### config.mk
export PLATFORM = sky130hd
export DESIGN_NAME = bus_xcvr
export DESIGN_NICKNAME = d
export VERILOG_FILES = /design/src/rtl/xcvr_pkg.sv /design/src/rtl/xcvr_keeper.sv /design/src/rtl/xcvr_path.sv /design/src/rtl/bus_xcvr.sv
export SDC_FILE = /design/constraint.sdc
export NUM_CORES = 1
export LEC_CHECK = 0
export BUFFER_PORTS_ARGS = -buffer_cell sky130_fd_sc_hd__buf_2
export CORE_ASPECT_RATIO = 0.6
export CORE_MARGIN = 1
export CORE_UTILIZATION = 40
export DETAILED_ROUTE_END_ITERATION = 16
export PLACE_DENSITY = 0.76
export SLEW_MARGIN = 20
export SYNTH_ARGS = -nofsm -noshare
export SYNTH_HDL_FRONTEND = slang
export SYNTH_SLANG_ARGS = --single-unit
### constraint.sdc
create_clock -name clk -period 2.1 [get_ports clk]
set_input_delay 0.105 -clock clk [delete_from_list [all_inputs] [get_ports clk]]
set_output_delay 0.105 -clock clk [all_outputs]
set_load 0.1 [all_outputs]
### src/rtl/xcvr_pkg.sv
// Shared types for the bus transceiver.
// Assumes nothing beyond IEEE 1800-2017 enums.
package xcvr_pkg;

    // Operating mode of one direction's storage element in a cycle
    typedef enum logic [1:0] {
        PATH_PASS    = 2'd0,
        PATH_HOLD    = 2'd1,
        PATH_CAPTURE = 2'd2
    } path_mode_e;

endpackage

### src/rtl/xcvr_keeper.sv
// Logic-level bus-hold model for one bus.
// Resolves each bit from the pin when an outside agent drives it and
// from a per-bit keeper register otherwise. The keeper follows the
// resolved bit, or the block's own driven bit while the block drives.
// Assumes the outside agent and the block never drive together.
module xcvr_keeper #(
    parameter int WIDTH = 18
) (
    input  logic             clk,
    input  logic             rst_n,
    input  logic [WIDTH-1:0] pin_in,
    input  logic [WIDTH-1:0] ext_drv,
    input  logic             own_en,
    input  logic [WIDTH-1:0] own_val,
    output logic [WIDTH-1:0] resolved
);

    localparam int MSB = WIDTH - 1;

    logic [MSB:0] keep_q;

    for (genvar i = 0; i < WIDTH; i++) begin : g_bit
        // Pick the pin or the kept level for this bit
        always_comb begin
            resolved[i] = ext_drv[i] ? pin_in[i] : keep_q[i];
        end

        // Remember the last level present on this bit
        always_ff @(posedge clk) begin
            if (!rst_n) begin
                keep_q[i] <= 1'b0;
            end else if (own_en) begin
                keep_q[i] <= own_val[i];
            end else begin
                keep_q[i] <= resolved[i];
            end
        end
    end

endmodule

### src/rtl/xcvr_path.sv
// One transfer direction: a single storage element that is transparent
// while pass is high, captures on a sampled rising edge of the direction
// clock while pass is low and the enable is low, and holds otherwise.
// Assumes the direction clock changes at most once per system cycle.
module xcvr_path
    import xcvr_pkg::*;
#(
    parameter int WIDTH = 18
) (
    input  logic             clk,
    input  logic             rst_n,
    input  logic             pass,
    input  logic             dclk,
    input  logic             dcke_n,
    input  logic             oe_n,
    input  logic [WIDTH-1:0] src,
    output logic [WIDTH-1:0] dst_val,
    output logic             dst_en
);

    localparam int MSB = WIDTH - 1;

    logic         dclk_q;
    logic         dclk_rise;
    logic [MSB:0] store_q;
    path_mode_e   mode;

    // Track the previous sample of the direction clock (also during reset)
    always_ff @(posedge clk) begin
        dclk_q <= dclk;
    end

    assign dclk_rise = dclk & ~dclk_q;

    // Decide the storage mode; transparency outranks the clocked path
    always_comb begin
        if (pass) begin
            mode = PATH_PASS;
        end else if (dclk_rise && !dcke_n) begin
            mode = PATH_CAPTURE;
        end else begin
            mode = PATH_HOLD;
        end
    end

    // Update the storage element according to the mode
    always_ff @(posedge clk) begin
        if (!rst_n) begin
            store_q <= '0;
        end else begin
            unique case (mode)
                PATH_PASS, PATH_CAPTURE: store_q <= src;
                default:                 store_q <= store_q;
            endcase
        end
    end

    // Present the source while transparent, the stored word otherwise
    always_comb begin
        dst_val = (mode == PATH_PASS) ? src : store_q;
        dst_en  = ~oe_n;
    end

endmodule

### src/rtl/bus_xcvr.sv
// Two-direction bus transceiver top. Each bus is resolved through a
// keeper, and each direction stores and forwards the resolved source
// bus toward the other side. Reads own drive only through the keeper
// register, so there is no combinational loop between the directions.
module bus_xcvr #(
    parameter int WIDTH = 18
) (
    input  logic             clk,
    input  logic             rst_n,
    input  logic [WIDTH-1:0] a_in,
    input  logic [WIDTH-1:0] a_ext_drv,
    output logic [WIDTH-1:0] a_out,
    output logic             a_out_en,
    input  logic [WIDTH-1:0] b_in,
    input  logic [WIDTH-1:0] b_ext_drv,
    output logic [WIDTH-1:0] b_out,
    output logic             b_out_en,
    input  logic             ab_oe_n,
    input  logic             ab_pass,
    input  logic             ab_clk,
    input  logic             ab_cke_n,
    input  logic             ba_oe_n,
    input  logic             ba_pass,
    input  logic             ba_clk,
    input  logic             ba_cke_n
);

    logic [WIDTH-1:0] a_res;
    logic [WIDTH-1:0] b_res;

    xcvr_keeper #(.WIDTH(WIDTH)) keep_a_i (
        .clk(clk), .rst_n(rst_n), .pin_in(a_in), .ext_drv(a_ext_drv),
        .own_en(a_out_en), .own_val(a_out), .resolved(a_res)
    );

    xcvr_keeper #(.WIDTH(WIDTH)) keep_b_i (
        .clk(clk), .rst_n(rst_n), .pin_in(b_in), .ext_drv(b_ext_drv),
        .own_en(b_out_en), .own_val(b_out), .resolved(b_res)
    );

    xcvr_path #(.WIDTH(WIDTH)) path_ab_i (
        .clk(clk), .rst_n(rst_n), .pass(ab_pass), .dclk(ab_clk),
        .dcke_n(ab_cke_n), .oe_n(ab_oe_n), .src(a_res),
        .dst_val(b_out), .dst_en(b_out_en)
    );

    xcvr_path #(.WIDTH(WIDTH)) path_ba_i (
        .clk(clk), .rst_n(rst_n), .pass(ba_pass), .dclk(ba_clk),
        .dcke_n(ba_cke_n), .oe_n(ba_oe_n), .src(b_res),
        .dst_val(a_out), .dst_en(a_out_en)
    );

endmodule

==> metrics.txt <==
status=completed; Placer Congestion=0.944; TritonRoute pass-1 iters=5; crit-path max cell delay=0.51 ns; Avg Cell Area, Syn=9.45 um^2; critical path class=flop to output pin; Worst Hold Class=primary input to flop; slew at the pin closest to its max-slew limit=0.715 ns; total gr overflow=0; Slew Limit Fails=0; min Tclk post-route=1.68 ns; sequential area share after synthesis=42.5%; All-Layer GR Usage=24.9%; RSZ-0062 raised after global routing=false; root buf cell=clkbuf_16; Top delay family on crit path=buffers and inverters; vias per cell=5.70; TritonCTS clock tree=yes; I/O pin count=120; Initial DRC Count=301; Crit path buffers/inverters=1; setup slack, reg-to-reg=0.72 ns; Final HPWL DP=8.02 mm; Unique masters post-synth=20; synth-to-layout area growth=33.4%; final WL=11.1 mm; leak pwr=0.00248 uW; critical path required time=2.00 ns; Cell Rows=25; dpl ws=0.631 ns; # setup viols final=0; Final Cycle Share=80.1%; most frequent cells in the layout=108 x buf_2, 74 x dfxtp_1, 54 x o21ai_0, 54 x o211a_1; Clock Tree Buf Depth=2; post-synthesis net count=451; IR drop worst, VDD=0.000650 V; CTS Buf Count=9; Synth Register Bits=74; vias in the first global route=2991; fillcell total=707; max_cap viols=0; Setup TNS=0 ns; first-pass GRT wire length=16.6 mm; Die ar.=9110 um^2; commonest non-fill, non-tap cell in the layout=buf_2; Hold Violations, Final=0; YS warnings=0; die height=74.3 um; Syn Std Cell Area=3490 um^2; number of port buffers=119; Slew headroom=52.4%; # diodes=0; Routed Antenna Nets=0; Fmax=0.594 GHz; via count=3348; initial antenna violation count=1; FF+latch area=1480 um^2; wire per inst=19.0 um; clk slew on worst S/H paths=0.06 ns; final net count=556; area of the core=8160 um^2; DRC=0; crit path DAT=1.58 ns; die width=123 um; CP Cell Sequence=mux2i_1 -> a21oi_1 -> buf_2; share of cells above drive strength 1=34.7%; Critical Path Sink Type=output pin; post-layout worst setup margin=0.417 ns; Multi-input gate area=1870 um^2; Mapped Cells=369; CP max stage cell=buf_2; CP max FO=3; clk sink count=74; postcts setup bufs=0; Initial Util=42.7%; worst-skew pair later-pin latency=0.33 ns; pwr dens=951 nW/um^2; Clock Skew=0.00618 ns; H-tree depth=3; largest net degree at the start of global routing=71; Startpoint Class=flop
## stage by stage
step	utilization (%)	cell area [um^2]	power (uW)	std cells	hold slack, ns
global route	57.0	4650	4570	587	0.104
floorplan	-	3570	2530	369	0.133
detailed placement	53.0	4330	2870	569	0.226
CTS	57.0	4650	4430	587	0.0978
finish	57.0	4650	4420	587	0.108
global placement	53.0	4330	2850	569	0.222
## state kept, by name (all words and copies together) (netlist names)
signal and count:
path_ab_i.store_q 18, path_ba_i.store_q 18, keep_b_i.keep_q 18, path_ab_i.dclk_q 1, keep_a_i.keep_q 18, path_ba_i.dclk_q 1
## where the power goes
part / total, uW / switching, uW / internal, uW
registers: 1570 / 53.0 / 1520
logic: 1290 / 929 / 358
clock network: 1560 / 610 / 952
## cells by family after synthesis
kind of cell    Yosys count  synth area share, %
flops                    74                 42.5
compound gates          162                 32.9
buf+inv                  35                 6.21
mux                      36                 10.3
simple gates             62                 8.04
## worst paths after layout
check	cells past startpoint	end	from
worst min-delay path	2	path_ba_i.store_q[14]$_SDFFE_PN0P_	rst_n
worst max-delay path	3	b_out[13]	keep_a_i.keep_q[13]$_SDFF_PN0_
worst max register to register	3	path_ba_i.store_q[8]$_SDFFE_PN0P_	path_ba_i.dclk_q$_DFF_P_
worst min register to register	1	path_ab_i.store_q[5]$_SDFFE_PN0P_	path_ab_i.store_q[5]$_SDFFE_PN0P_
## routing by layer
layer | share of wire [%] | track usage (%)
met5 | 0.081 | 0
met4 | 0.85 | 5.96
met3 | 8.3 | 6.13
met2 | 40 | 32.9
met1 | 50 | 39.2
## synth_stat cells, drive strengths merged
cell / number / share of area [%]
mux2i: 36 / 10
dlymetal6s2s: 2 / 0.72
nand2: 20 / 2.2
clkbuf: 12 / 1.3
o211a: 54 / 16
nand2b: 2 / 0.57
a211o: 18 / 4.5
nor2: 36 / 3.9
o21ai: 54 / 7.8
dfxtp: 74 / 42
a21oi: 36 / 5.2
buf: 19 / 4.0
nor3b: 2 / 1.1
or2: 2 / 0.36
inv: 2 / 0.22
## worst register-to-register path: stages, from the launching register on
cell and delay [ns]:
dfxtp_1 0.32, nor3b_4 0.19, or2_1 0.59, o211a_1 0.23
## timing repair
action | 4_1_cts | 5_1_grt
hold endpoints to repair | 2 | 0
resized for setup | 0 | 0
hold buffers | 2 | 0
setup endpoints to repair | 0 | 0
## area by class of cell
cell class	count	area share [%]
clock buffer	10	5.14
clock inverter	6	1.43
inverter	2	0.161
multi-input combinational	260	40.2
sequential	74	31.8
tap	108	2.90
timing repair buffer	127	18.3
(Power assumes the default switching activity.)
